**src/rtl/can_mctl_pkg.sv**
```systemverilog
package can_mctl_pkg;

    localparam int REG_W = 17;

    typedef struct packed {
        logic       suspend_free;   // 16
        logic       ts_clr_mb16;    // 15
        logic       ts_msb_clr;     // 14
        logic       ext_mode;       // 13
        logic       cfg_req;        // 12
        logic       pwr_dn;         // 11
        logic       byte_ord;       // 10
        logic       wake_bus;       // 9
        logic       data_rev;       // 8
        logic       auto_bo;        // 7
        logic       self_test;      // 6
        logic       soft_rst;       // 5
        logic [4:0] mbox_sel;       // 4:0
    } mctl_t;

    localparam logic [REG_W-1:0] OPEN_MASK = 17'h1001F;
    localparam logic [REG_W-1:0] PRIV_MASK = 17'h0AFC0;
    localparam logic [REG_W-1:0] RST_VAL   = 17'h01000;

    // New register value after a word write. clr_ok says whether the
    // configuration request may be dropped now.
    function automatic mctl_t apply_write(mctl_t cur, logic [REG_W-1:0] w,
                                          logic prot, logic clr_ok);
        logic [REG_W-1:0] v;
        v = cur;
        v = (v & ~OPEN_MASK) | (w & OPEN_MASK);
        if (prot) begin
            v = (v & ~PRIV_MASK) | (w & PRIV_MASK);
            v[14] = w[14];
            v[5]  = w[5];
            if (w[12])
                v[12] = 1'b1;
            else if (clr_ok)
                v[12] = 1'b0;
        end
        return mctl_t'(v);
    endfunction

endpackage

```
**src/rtl/can_mctl_busoff.sv**
```systemverilog
module can_mctl_busoff #(
    parameter int RUN_BITS  = 11,
    parameter int RUN_COUNT = 128
) (
    input  logic clk,
    input  logic rst,
    input  logic start,
    input  logic leave,
    input  logic tick,
    input  logic rx,
    output logic active,
    output logic done
);
    localparam int RW = $clog2(RUN_BITS);
    localparam int GW = $clog2(RUN_COUNT + 1);

    logic [RW-1:0] run;
    logic [GW-1:0] grp;

    always_ff @(posedge clk) begin
        if (rst) begin
            active <= 1'b0;
            run    <= '0;
            grp    <= '0;
        end else if (start) begin
            active <= 1'b1;
            run    <= '0;
            grp    <= '0;
        end else begin
            if (leave)
                active <= 1'b0;
            if (active && tick) begin
                if (!rx)
                    run <= '0;
                else if (run == RW'(RUN_BITS - 1)) begin
                    run <= '0;
                    if (grp != GW'(RUN_COUNT))
                        grp <= grp + 1'b1;
                end else
                    run <= run + 1'b1;
            end
        end
    end

    assign done = active && (grp == GW'(RUN_COUNT));


    start_restart_chk: assert property (@(posedge clk) disable iff (rst)
        start |=> (active && grp == '0 && run == '0));


    run_bound_chk: assert property (@(posedge clk) disable iff (rst)
        run < RW'(RUN_BITS));

endmodule

```
**src/rtl/can_mctl_ts.sv**
```systemverilog
module can_mctl_ts #(
    parameter int TS_W = 16
) (
    input  logic            clk,
    input  logic            rst,
    input  logic            tick,
    input  logic            clr_all,
    input  logic            clr_msb,
    output logic [TS_W-1:0] cnt
);
    logic [TS_W-1:0] base;

    assign base = cnt + TS_W'(tick);

    always_ff @(posedge clk) begin
        if (rst)
            cnt <= '0;
        else if (clr_all)
            cnt <= '0;
        else if (clr_msb)
            cnt <= {1'b0, base[TS_W-2:0]};
        else
            cnt <= base;
    end


    full_clear_chk: assert property (@(posedge clk) disable iff (rst)
        clr_all |=> (cnt == '0));


    msb_clear_chk: assert property (@(posedge clk) disable iff (rst)
        (clr_msb && !clr_all) |=> !cnt[TS_W-1]);

endmodule

```
**src/rtl/can_mctl.sv**
```systemverilog
module can_mctl
    import can_mctl_pkg::*;
#(
    parameter int TS_W      = 16,
    parameter int MBOX_N    = 32,
    parameter int RUN_BITS  = 11,
    parameter int RUN_COUNT = 128
) (
    input  logic              clk,
    input  logic              rst,
    input  logic              wr_en,
    input  logic [31:0]       wdata,
    input  logic              prot_en,
    output logic [31:0]       rdata,
    input  logic              busoff_evt,
    input  logic              bit_tick,
    input  logic              bus_rx,
    input  logic              mb16_done,
    input  logic              ts_tick,
    output logic              susp_free,
    output logic              cfg_ce,
    output logic [MBOX_N-1:0] mbox_en,
    output logic              soft_rst_pulse,
    output logic [TS_W-1:0]   ts_value
);
    localparam int COMPAT_N = 16;

    mctl_t r, nx;
    logic  bo_active, bo_done, bo_exit, clr_ok, clr_try;
    wire   unused_hi = ^wdata[31:REG_W];

    assign clr_ok  = !bo_active || bo_done;
    assign clr_try = wr_en && prot_en && !wdata[12];
    assign bo_exit = bo_active && bo_done && (r.auto_bo || clr_try);

    always_comb begin
        nx = r;
        nx.ts_msb_clr = 1'b0;
        nx.soft_rst   = 1'b0;
        if (wr_en)
            nx = apply_write(nx, wdata[REG_W-1:0], prot_en, clr_ok);
        if (busoff_evt && !r.auto_bo)
            nx.cfg_req = 1'b1;
    end

    always_ff @(posedge clk) begin
        if (rst) begin
            r      <= mctl_t'(RST_VAL);
            cfg_ce <= 1'b0;
        end else begin
            r      <= nx;
            cfg_ce <= r.cfg_req;
        end
    end

    can_mctl_busoff #(.RUN_BITS(RUN_BITS), .RUN_COUNT(RUN_COUNT)) bo_i (
        .clk(clk), .rst(rst), .start(busoff_evt), .leave(bo_exit),
        .tick(bit_tick), .rx(bus_rx), .active(bo_active), .done(bo_done)
    );

    can_mctl_ts #(.TS_W(TS_W)) ts_i (
        .clk(clk), .rst(rst), .tick(ts_tick),
        .clr_all(mb16_done && r.ts_clr_mb16),
        .clr_msb(r.ts_msb_clr), .cnt(ts_value)
    );

    generate
        if (MBOX_N > COMPAT_N) begin : g_wide
            assign mbox_en = r.ext_mode ? {MBOX_N{1'b1}}
                           : {{(MBOX_N-COMPAT_N){1'b0}}, {COMPAT_N{1'b1}}};
        end else begin : g_narrow
            assign mbox_en = {MBOX_N{1'b1}};
        end
    endgenerate

    assign rdata          = {{(32-REG_W){1'b0}}, r};
    assign susp_free      = r.suspend_free;
    assign soft_rst_pulse = r.soft_rst;


    priv_lock_chk: assert property (@(posedge clk) disable iff (rst)
        !prot_en |=> ($stable(r.ts_clr_mb16) && $stable(r.ext_mode) &&
                      $stable(r.auto_bo) && $stable(r.pwr_dn) && $stable(r.self_test)));


    tcc_self_clear_chk: assert property (@(posedge clk) disable iff (rst)
        (r.ts_msb_clr && !(wr_en && prot_en && wdata[14])) |=> !r.ts_msb_clr);


    soft_pulse_chk: assert property (@(posedge clk) disable iff (rst)
        (soft_rst_pulse && !(wr_en && prot_en && wdata[5])) |=> !soft_rst_pulse);


    busoff_set_chk: assert property (@(posedge clk) disable iff (rst)
        (busoff_evt && !r.auto_bo) |=> r.cfg_req);


    cfg_drop_chk: assert property (@(posedge clk) disable iff (rst)
        $fell(r.cfg_req) |-> $past(!bo_active || bo_done));

endmodule

```
**config.mk**
```make
export PLATFORM = sky130hd
export DESIGN_NAME = can_mctl
export DESIGN_NICKNAME = d
export VERILOG_FILES = /design/src/rtl/can_mctl_pkg.sv /design/src/rtl/can_mctl_busoff.sv /design/src/rtl/can_mctl_ts.sv /design/src/rtl/can_mctl.sv
export SDC_FILE = /design/constraint.sdc
export NUM_CORES = 1
export LEC_CHECK = 0
export ABC_AREA = 1
export ABC_CLOCK_PERIOD_IN_PS = 3830
export BUFFER_PORTS_ARGS = -buffer_cell sky130_fd_sc_hd__buf_4
export CAP_MARGIN = 20
export CORE_AREA = 3 3 78 80
export DETAILED_ROUTE_END_ITERATION = 8
export DIE_AREA = 0 0 81 83
export PLACE_DENSITY = 0.83
export SYNTH_ARGS = -nofsm -noshare
export SYNTH_HDL_FRONTEND = slang
export SYNTH_HIERARCHICAL = 1
export SYNTH_SLANG_ARGS = --single-unit
```
**constraint.sdc**
```tcl
create_clock -name clk -period 3.83 [get_ports clk]
set_clock_uncertainty 0.15 [all_clocks]
set_input_delay 1.149 -clock clk [delete_from_list [all_inputs] [get_ports clk]]
set_output_delay 1.149 -clock clk [all_outputs]
set_load 0.03 [all_outputs]
```
==> results of run 1 <==
[synth_stat cells, drive strengths merged (2+ instances only)]
master and number:
nand3 19, nor3b 2, nand4 5, a21oi 12
xnor2 2, conb 2, inv 36, o21bai 2
nand2 76, dfxtp 47, clkinv 2, ha 7
o21ai 22, buf 52, nor2 88
[state kept, by name, indices dropped and copies added, names as in the netlist]
register        count
susp_free           1
rdata              15
bo_i/run            4
bo_i/grp            8
ts_i/cnt           16
soft_rst_pulse      1
cfg_ce              1
bo_i/active         1
[layout make-up]
class / instances / share of cell area (%)
Timing Repair Buffer: 77 / 18.2
Clock inverter: 1 / 0.276
Sequential cell: 47 / 29.7
Multi-Input combinational cell: 271 / 41.8
Inverter: 38 / 4.53
Clock buffer: 7 / 2.72
Tap cell: 72 / 2.84
[per-stage QoR]
stage          instances  instance area, sq um  power (mW)  utilization (%)
3_3_place_gp         505                  3080       0.729             56.2
6_report             513                  3170        1.03             58.0
4_1_cts              513                  3170        1.04             58.0
2_1_floorplan        409                  2820       0.700                -
3_5_place_dp         505                  3080       0.731             56.2
5_1_grt              513                  3170        1.08             58.0
[cells by family after synthesis]
kind of cell / count (synthesis) / share of synthesized area (%)
AOI/OAI and AO/OA: 39 / 8.04
xor gates and xnor gates: 3 / 0.971
adders and majority gates: 7 / 3.24
buffers and inverters: 91 / 20.3
DFF: 47 / 34.8
other: 2 / 0.277
and+or+nand+nor: 191 / 32.4
[how the worst max path moves through the flow]
| stage | from | endpoint | slack [ns] | cells after the start |
|---|---|---|---|---|
| 2_1_floorplan | rdata[13] | mbox_en[17] | 1.52 | 1 |
| 3_3_place_gp | ts_tick | ts_i/cnt[12] | 1.38 | 10 |
| 3_5_place_dp | ts_tick | ts_i/cnt[12] | 1.37 | 10 |
| 4_1_cts | rdata[13] | mbox_en[22] | 1.31 | 1 |
| 5_1_grt | rdata[13] | mbox_en[22] | 1.22 | 1 |
| 6_report | rdata[13] | mbox_en[22] | 1.33 | 1 |
[metal layers]
| layer | global-route usage (%) | up-vias |
|---|---|---|
| met5 | 0 | - |
| met4 | 4.15 | 0 |
| met3 | 3.47 | 8 |
| met2 | 30.5 | 60 |
| met1 | 19.2 | 1041 |
| li1 | - | 1220 |
[report_power, final]
part           total [mW]  internal (mW)  switching (mW)
logic               0.204         0.0639           0.140
registers           0.516          0.503          0.0126
clock network       0.311          0.148           0.163
total                1.03          0.715           0.316
[worst register-to-register path: stages (launching register included)]
cell and delay, ns:
dfxtp_1 0.36, ha_1 0.20, ha_1 0.22, nand2_2 0.10
nor2_4 0.18, nand2_4 0.09, nor2_1 0.09, nand2_1 0.05
nand2_1 0.05, nor2_1 0.04
==> flow_metrics.py, run 1 <==
metrics = {
    "run_status": {
        "outcome": "completed",
    },
    "cells_and_area": {
        "multi_input_area_sq_um": 1330,
        "antennaDiodeCount": 0,
        "fillers": 526,
        "final_cell_mix": "77 x buf_4, 76 x nor2_1, 68 x nand2_1",
        "syn_to_final_growth_pct": 17.2,
        "register_area_sq_um": 941,
        "drive_gt1_share_pct": 26.1,
        "final_common_cell": "buf_4",
        "final_nets": 488,
    },
    "critical_path": {
        "r2r_slack_ns": 2.21,
        "critPathCaptureType": "output pin",
        "critical_path_buf_inv_count": 1,
        "worst_r2r_path_depth": 9,
        "path_max_fanout": 18,
        "rr_endpoint": "ts_i/cnt[12]",
        "cp_slowest_stage_delay_ns": 0.64,
        "cp_data_arrival_time_ns": 1.20,
        "criticalPathCategory": "flip-flop to output pin",
        "path_cells": "buf_4",
        "cp-start-kind": "flip-flop",
        "cp.required_ns": 2.53,
        "slowest_stage": "dfxtp_1",
        "crit_family": "flip-flops",
        "r2r_start": "ts_i/cnt[0]",
    },
    "timing": {
        "setup_ws_ns": 1.33,
        "period_share_pct": 65.2,
        "tns_ns": 0,
        "hold_ws_ns": 0.340,
        "hold_viol_final": 0,
        "slew_violations": 0,
        "slew_headroom_pct": 66.4,
        "worst_pin_slew_ns": 0.503,
        "setup_viol_count_final": 0,
        "fmax_mhz": 400,
        "rsz0062_at_grt": "no",
        "post-route-min-period_ns": 2.50,
    },
    "routing": {
        "highest_layer": "met4",
        "antenna_left": 0,
        "wire_per_inst_um": 11.1,
        "wl_met2_um": 2890,
        "drcViolationCount": 0,
        "route.final.wire_length_um": 5680,
        "viasPerCell": 4.54,
        "num_vias": 2329,
        "drt_iter0_markers": 89,
        "wl_met3_um": 319,
        "first_pass_iters": 4,
        "wirelength_met1_um": 2400,
    },
    "placement": {
        "numPortBuffers": 77,
        "gp_congestion": 0.826,
        "dp_hpwl_um": 4460,
        "dp_slack_ns": 1.37,
    },
    "clock_tree": {
        "cts_buffer_depth": 2,
        "hold_buffers": 0,
        "cts_sinks": 47,
        "cts_setup_buffers": 0,
        "cts_root_buf": "clkbuf_8",
        "cts_tree": "done",
        "cts_buffers": 5,
        "cts_resized": 0,
        "htreeDepth": 2,
        "cts.clk_slew.worst_paths_ns": 0.09,
        "clk_latency_ns": 0.29,
    },
    "power_and_ir_drop": {
        "max-vdd-ir-drop_mv": 0.246,
        "power-per-cell-area_nw_per_um2": 325,
        "p_leak_nw": 1.50,
    },
    "hold_path": {
        "hold_depth": 2,
        "min_to": "cfg_ce",
        "worstHoldPathType": "flip-flop to flip-flop",
        "min_from": "rdata[12]",
    },
    "yosys": {
        "synth_ff_type": "dfxtp_1",
        "synth.distinct_cells": 31,
        "yosysSeqAreaShare_pct": 34.8,
        "synth-edff-count": 0,
        "synth.largest_area_cell": "dfxtp_1",
        "ys_warn_count": 6,
        "synth-seq-cells": 47,
        "synth_top_area_share_pct": 34.8,
        "async_flop_share_pct": 0,
        "syn_area_sq_um": 2710,
        "synth.area.top_cells": "dfxtp_1 35%, buf_4 14%, nor2_1 11%, nand2_1 9.4%, inv_1 4.6%",
        "syn_area_per_cell_sq_um": 7.12,
        "syn-instance-count": 380,
    },
    "floorplanning": {
        "dieHeight_um": 83,
        "start_util_pct": 49.5,
        "fp.dieArea_sq_um": 6720,
        "fp-row-count": 27,
        "core_sq_um": 5470,
        "die_x_um": 81,
        "io_pins": 124,
    },
    "global_route": {
        "grt_max_degree": 19,
        "antenna_found_initial": 0,
        "gr-total-overflow": 0,
        "grt_pass1_vias": 2216,
        "grt_pass1_wl_um": 9320,
        "track_usage_pct": 16.7,
    },
    "run": {
        "cap_violations": 0,
    },
}
Power figures use the tool's default switching activity.
==> run 2: changes to the inputs <==
- ABC_CLOCK_PERIOD_IN_PS: 3830 -> 2500
- CORE_AREA: 3 3 78 80 -> 3 3 80 82
- DIE_AREA: 0 0 81 83 -> 0 0 83 85
- PLACE_DENSITY: 0.83 -> 0.79
- clock period: 3.83 -> 2.5 ns (I/O delays scaled with it)
==> run 2 against run 1 <==
Cell count rose by 0.58%; largest power group unchanged; highest routed layer unchanged; clock power rose by 82%; worst setup slack got worse by 0.92 ns.
==> flow_metrics.py, run 2 (synthesis results as in run 1) <==
metrics = {
    "run_status": {
        "outcome": "completed",
    },
    "cells_and_area": {
        "final_cell_mix": "77 x buf_4, 76 x nor2_1, 68 x nand2_1",
        "final_nets": 488,
        "syn_to_final_growth_pct": 18.0,
        "drive_gt1_share_pct": 26.3,
        "fillers": 566,
        "finalInstanceArea_sq_um": 3190,
        "final_common_cell": "buf_4",
        "largest_reg_flops": 16,
        "antennaDiodeCount": 0,
        "register_area_sq_um": 941,
        "multi_input_area_sq_um": 1330,
        "top_register": "ts_i/cnt",
    },
    "timing": {
        "fmax_mhz": 480,
        "setup_ws_ns": 0.416,
        "setup_viol_count_final": 0,
        "rsz0062_at_grt": "no",
        "post-route-min-period_ns": 2.08,
        "hold_viol_final": 0,
        "period_share_pct": 83.4,
        "slew_violations": 0,
        "tns_ns": 0,
    },
    "clock_tree": {
        "clk_latency_ns": 0.31,
        "cts_root_buf": "clkbuf_8",
        "cts_buffers": 5,
        "htreeDepth": 2,
        "cts_setup_buffers": 0,
        "cts_resized": 0,
        "cts_tree": "done",
        "cts_sinks": 47,
        "cts_buffer_depth": 2,
        "hold_buffers": 0,
        "cts.clk_slew.worst_paths_ns": 0.10,
    },
    "placement": {
        "placed_area_sq_um": 3080,
        "gp_congestion": 0.822,
        "dp_hpwl_um": 4350,
        "dp_slack_ns": 0.415,
        "numPortBuffers": 77,
    },
    "hold_path": {
        "worstHoldPathType": "flip-flop to flip-flop",
    },
    "critical_path": {
        "crit_family": "flip-flops",
        "path_cells": "buf_4",
        "critical_path_buf_inv_count": 1,
        "cp.required_ns": 1.60,
        "critPathCaptureType": "output pin",
        "cp-start-kind": "flip-flop",
        "path_max_fanout": 18,
        "criticalPathCategory": "flip-flop to output pin",
        "cp_slowest_stage_delay_ns": 0.63,
        "cp_data_arrival_time_ns": 1.18,
        "slowest_stage": "dfxtp_1",
    },
    "power_and_ir_drop": {
        "power-per-cell-area_nw_per_um2": 523,
        "p_leak_nw": 1.51,
        "max-vdd-ir-drop_mv": 0.361,
    },
    "routing": {
        "first_pass_iters": 4,
        "wire_per_inst_um": 10.8,
        "num_vias": 2353,
        "antenna_left": 0,
        "route.final.wire_length_um": 5600,
        "drt_iter0_markers": 51,
        "viasPerCell": 4.56,
        "drcViolationCount": 0,
    },
    "floorplanning": {
        "fp.dieArea_sq_um": 7060,
        "fp-row-count": 28,
        "core_sq_um": 5820,
        "dieHeight_um": 85,
        "die_x_um": 83,
        "start_util_pct": 46.5,
        "io_pins": 124,
    },
    "global_route": {
        "grt_max_degree": 19,
        "antenna_found_initial": 0,
        "gr-total-overflow": 0,
        "grt_pass1_vias": 2199,
        "grt_pass1_wl_um": 9680,
        "track_usage_pct": 16.4,
    },
    "run": {
        "cap_violations": 0,
    },
}
[run 2: changes by cell type in the layout (fill, tap and decap cells not counted), sizes merged]
| cell | previous run | this run |
|---|---|---|
| clkbuf | 7 | 5 |
| bufinv | 0 | 1 |
| clkinv | 3 | 4 |
[run 2: path summary, 6_finish.rpt]
path	slack, ns	end	start	cells after the start
hold / removal	0.33	cfg_ce	rdata[12]	2
hold reg to reg	0.33	cfg_ce	rdata[12]	2
setup / recovery	0.42	mbox_en[26]	rdata[13]	1
setup reg to reg	0.90	ts_i/cnt[12]	ts_i/cnt[0]	9
[run 2: per-stage QoR]
stage	instances	hold slack, ns	utilization, %	total power, mW
finish	516	0.333	54.9	1.67
CTS	516	0.336	54.9	1.69
detailed placement	508	0.313	53.0	1.12
global placement	508	0.318	53.0	1.12
global route	516	0.353	54.9	1.74
floorplan	409	0.319	-	1.07
[run 2: cell type report]
type	instances	share of cell area, %
clock buffer	5	2.15
sequential	47	29.5
inverter	38	4.50
tap	75	2.94
multi-input combinational	271	41.5
clock inverter	3	1.37
timing repair buffer	77	18.1
[run 2: report_power, final]
part | leakage [nW] | switching, mW | internal [mW] | total [mW]
combinational | 1.07 | 0.214 | 0.0979 | 0.312
sequential | 0.383 | 0.0197 | 0.771 | 0.791
clock | 0.0581 | 0.269 | 0.298 | 0.567
[run 2: metal layers]
layer	track usage [%]	wire length [um]	vias up
met3	4.27	302	9
met1	18.8	2270	1067
met2	29.3	2910	58
met4	6.39	113	0
met5	0	0	-
li1	-	-	1219
